[src/rtl/bcd_updown_ctr.sv]
module bcd_updown_ctr #(
  parameter int SYNC_STAGES = 2
) (
  input  logic       clk,
  input  logic       rst,
  input  logic       par_load_n,
  input  logic [3:0] par_data,
  input  logic       up_clk,
  input  logic       dn_clk,
  output logic [3:0] count,
  output logic       carry_n,
  output logic       borrow_n,
  output logic       clash_err
);
  localparam logic [3:0] TOP = 4'd9;

  logic [SYNC_STAGES:0] up_sh, dn_sh;
  logic up_edge, dn_edge;
  logic [3:0] nxt;

  assign up_edge = up_sh[SYNC_STAGES-1] & ~up_sh[SYNC_STAGES];
  assign dn_edge = dn_sh[SYNC_STAGES-1] & ~dn_sh[SYNC_STAGES];

  always_comb begin
    nxt = count;
    if (up_edge && !dn_edge)
      nxt = (count >= TOP) ? 4'd0 : 4'(count + 4'd1);
    else if (dn_edge && !up_edge)
      nxt = (count == 4'd0) ? TOP : 4'(count - 4'd1);
  end

  always_ff @(posedge clk or posedge rst) begin
    if (rst) begin
      up_sh     <= '1;
      dn_sh     <= '1;
      count     <= 4'd0;
      clash_err <= 1'b0;
    end else begin
      up_sh <= {up_sh[SYNC_STAGES-1:0], up_clk};
      dn_sh <= {dn_sh[SYNC_STAGES-1:0], dn_clk};
      if (!par_load_n)
        count <= par_data;
      else begin
        count <= nxt;
        if (up_edge && dn_edge) clash_err <= 1'b1;
      end
    end
  end

  assign carry_n  = ~((count == TOP) & ~up_clk);
  assign borrow_n = ~((count == 4'd0) & ~dn_clk);

  AST_LOAD_TRACKS: assert property (@(posedge clk) disable iff (rst)
    !par_load_n |=> count == $past(par_data));
  AST_UP_WRAP: assert property (@(posedge clk) disable iff (rst)
    (par_load_n && up_edge && !dn_edge && count >= TOP) |=> count == 4'd0);
  AST_DOWN_WRAP: assert property (@(posedge clk) disable iff (rst)
    (par_load_n && dn_edge && !up_edge && count == 4'd0) |=> count == TOP);
  AST_CLASH_HOLD: assert property (@(posedge clk) disable iff (rst)
    (par_load_n && up_edge && dn_edge) |=> ($stable(count) && clash_err));
  AST_CLASH_STICKY: assert property (@(posedge clk) disable iff (rst)
    clash_err |=> clash_err);
  AST_IDLE_HOLD: assert property (@(posedge clk) disable iff (rst)
    (par_load_n && !up_edge && !dn_edge) |=> $stable(count));
endmodule

[config.mk]
export PLATFORM = sky130hd
export DESIGN_NAME = bcd_updown_ctr
export DESIGN_NICKNAME = d
export VERILOG_FILES = /design/src/rtl/bcd_updown_ctr.sv
export SDC_FILE = /design/constraint.sdc
export NUM_CORES = 1
export LEC_CHECK = 0
export BUFFER_PORTS_ARGS = -buffer_cell sky130_fd_sc_hd__buf_4
export CORE_MARGIN = 2
export CORE_UTILIZATION = 40
export DETAILED_ROUTE_END_ITERATION = 6
export PLACE_DENSITY = 0.74
export SLEW_MARGIN = 20
export SYNTH_ARGS = -nofsm -noshare
export SYNTH_HDL_FRONTEND = slang
export SYNTH_SLANG_ARGS = --single-unit
[constraint.sdc]
create_clock -name clk -period 1.6 [get_ports clk]
set_input_delay 0.16 -clock clk [delete_from_list [all_inputs] [get_ports clk]]
set_output_delay 0.16 -clock clk [all_outputs]
set_load 0.02 [all_outputs]
==> flow_summary.ini <==
[clocking]
numCtsBuffers = 3
clk_pin_slew_ns = 0.07
cts_max_path_buffers = 2
h-tree-depth = 1
worstSkewPairLatency_ns = 0.27
cts_tree = built
cts_num_sinks = 11
cts_root_buf = clkbuf_4

[global_route]
gr-total-overflow = 0
grt_max_degree = 13
antenna_found_initial = 0
grt_pass1_wl_microns = 2820
track_usage_pct = 19.2
grt_pass1_vias = 597

[sta]
max_freq_ghz = 0.572
relSlewSlack_pct = 70.8
period_minus_slack_ns = 1.75
hold_viol_final = 0
worst_slack_ns = -0.149
fin_crit_sh_pct = 109
finClkSkew_ns = 0.000501
tightest_slew_ns = 0.437
setup_violations = 6
rsz0062_at_grt = true
report.final.slew_viol_count = 0

[detailed_routing]
drc = 0
dr.first_iter.drc_count = 10
firstDrtPassIters = 4
met3_length_microns = 14
highest_layer = met4
via_per_inst = 5.45
routed_wl_microns = 1810
via_count = 660
wl_met2_microns = 895
wl_per_cell_microns = 15.0
postRouteAntennaNets = 0
wl_met1_microns = 892

[critical_path]
cp-end-kind = flip-flop
reg2reg_to = count[2]$_DFFE_PP0P_
rr_worst_depth = 6
r2r_setup_slack_ns = -0.15
crit_path_top_delay_cell = dfrtp_2
cp_top_family = compound AO/OA/AOI/OAI gates
cp_slowest_stage_delay_ns = 0.43
cp_cell_sequence = inv_4, ha_4, or3b_4, a2111oi_4, o211ai_1, o221ai_1
worstPathRequired_ns = 1.78
startpoint_type = flip-flop
r2r-start = count[0]$_DFFE_PP0P_
path_class = reg -> reg
crit_buf_inv = 1
cp.arrival_ns = 1.93
crit_path_max_fanout = 4

[die]
dieArea_sq_um = 2100
placementRows = 15
core_sq_um = 1690
initial_core_util_pct = 41.4
die_w_microns = 45.8
ios = 16
die_h_microns = 45.8

[worst_hold_path]
min-delay-start = dn_clk
hold-path-cell-count = 1
hold_end = dn_sh[0]$_DFF_PP1_
worst_hold_path_type = in -> reg

[finish]
area.sequential_sq_um = 287
areaGrowthSynthToFinish_pct = 56.9
multi_input_area_sq_um = 440
num-nets-final = 118
final_core_util_pct = 65.0
fill_cells = 133
instances_no_fill = 121
drive_gt1_share_pct = 59.6
n_antenna_cell = 0

[synthesis]
synth_edf_count = 0
avgSynthCellArea_sq_um = 10.3
synth_top_area_share_pct = 22.5
synth_area_sq_um = 699
ys_seq_area_share_pct = 40.4
synth_cells = 68
synth_flop_cell = dfstp_2
synth_most_common_cell = inv_1
ys_warn_count = 0
async_flop_share_pct = 100
synthTopCellsByArea = dfstp_2 23%, dfrtp_1 18%, ha_1 7.2%
ys_types = 37
synth_common_cells = 8 x inv_1, 6 x dfstp_2, 5 x dfrtp_1
synth.largest_area_cell = dfstp_2
syn-num-nets = 81
ys_ff_latch = 11

[outcome]
run_status = complete, but fails checks
violations = negative setup slack

[run]
cap_violations = 0

[power_and_ir_drop]
leakage_nw = 0.475
ir_drop_uv = 581
powerDensity_nw_per_um2 = 874

[place]
place_congestion = 0.817
dpl.cell_count = 112
io_buffers = 15
hpwl_microns = 1330
cell usage in the layout (no fill, tap or decap), types with 3 or more instances in the layout:
master     n
buf_4     31
inv_1      6
dfstp_2    6
nor2_1     4
buf_6      4
a211oi_1   3
clkbuf_4   3
dfrtp_2    3
logic make-up after synthesis:
kind of cell,share of synthesized area (%)
DFF,40.4
adders and majority gates,7.16
xor gates and xnor gates,2.50
AOI/OAI and AO/OA,25.6
muxes,1.43
buffers and inverters,7.69
and+or+nand+nor,15.2
stage by stage:
step	power (W)	hold WS, ns	TNS, ns	area (sq um)	setup slack (ns)
after floorplan	0.000543	0.00794	-0.195	739	-0.148
after global placement	0.000691	0.200	-0.130	970	-0.0681
after detailed placement	0.000700	0.192	-0.218	970	-0.117
after CTS	0.000946	0.00243	-0.502	1080	-0.137
after global routing	0.000999	0.00469	-0.764	1100	-0.214
final	0.000959	0.00464	-0.515	1100	-0.149
area by class of cell:
cell class | count | area share (%)
tap | 17 | 1.94
clock buffer | 4 | 2.39
timing repair buffer | 36 | 26.2
inverter | 8 | 3.19
multi-input combinational | 45 | 40.1
sequential | 11 | 26.1
timing repair:
| action | CTS | global route |
|---|---|---|
| setup buffers | 3 | 1 |
| hold buffers | 1 | 0 |
| pin swaps | 2 | 5 |
| gates resized for setup | 11 | 3 |
| endpoints found under the setup margin | 6 | 6 |
| hold endpoints to repair | 5 | 0 |
per-layer routing:
layer  track usage, %  vias to the layer above
met2             30.7                        3
met5                0                        -
met4             5.14                        0
met3             2.38                        2
met1             27.4                      335
li1                 -                      320
flip-flops by register name, indices dropped and copies added, names as in the netlist:
| signal | cells |
|---|---|
| clash_err | 1 |
| dn_sh | 3 |
| up_sh | 3 |
| count | 4 |
worst max-delay path by stage:
stage                         start                   end  slack [ns]  cells past startpoint
2_1_floorplan  count[0]$_DFFE_PP0P_  count[2]$_DFFE_PP0P_       -0.15                      6
3_3_place_gp   count[0]$_DFFE_PP0P_  count[2]$_DFFE_PP0P_       -0.07                      5
3_5_place_dp   count[1]$_DFFE_PP0P_  count[2]$_DFFE_PP0P_       -0.12                      6
4_1_cts        count[1]$_DFFE_PP0P_               carry_n       -0.14                      4
5_1_grt        count[0]$_DFFE_PP0P_  count[2]$_DFFE_PP0P_       -0.21                      6
6_report       count[0]$_DFFE_PP0P_  count[2]$_DFFE_PP0P_       -0.15                      6
report_power, final:
group / switching [W] / internal (W)
Sequential: 0.0000273 / 0.000314
Clock: 0.0000962 / 0.0000965
Combinational: 0.000209 / 0.000216
Total: 0.000332 / 0.000626
worst register-to-register path, delay by kind of cell (launching register included):
kind	cells	cell delay (ns)
compound gates	3	0.58
simple gates	1	0.42
flops	1	0.43
fa+ha+maj	1	0.13
buf+inv	1	0.09
Power figures use the tool's default switching activity.
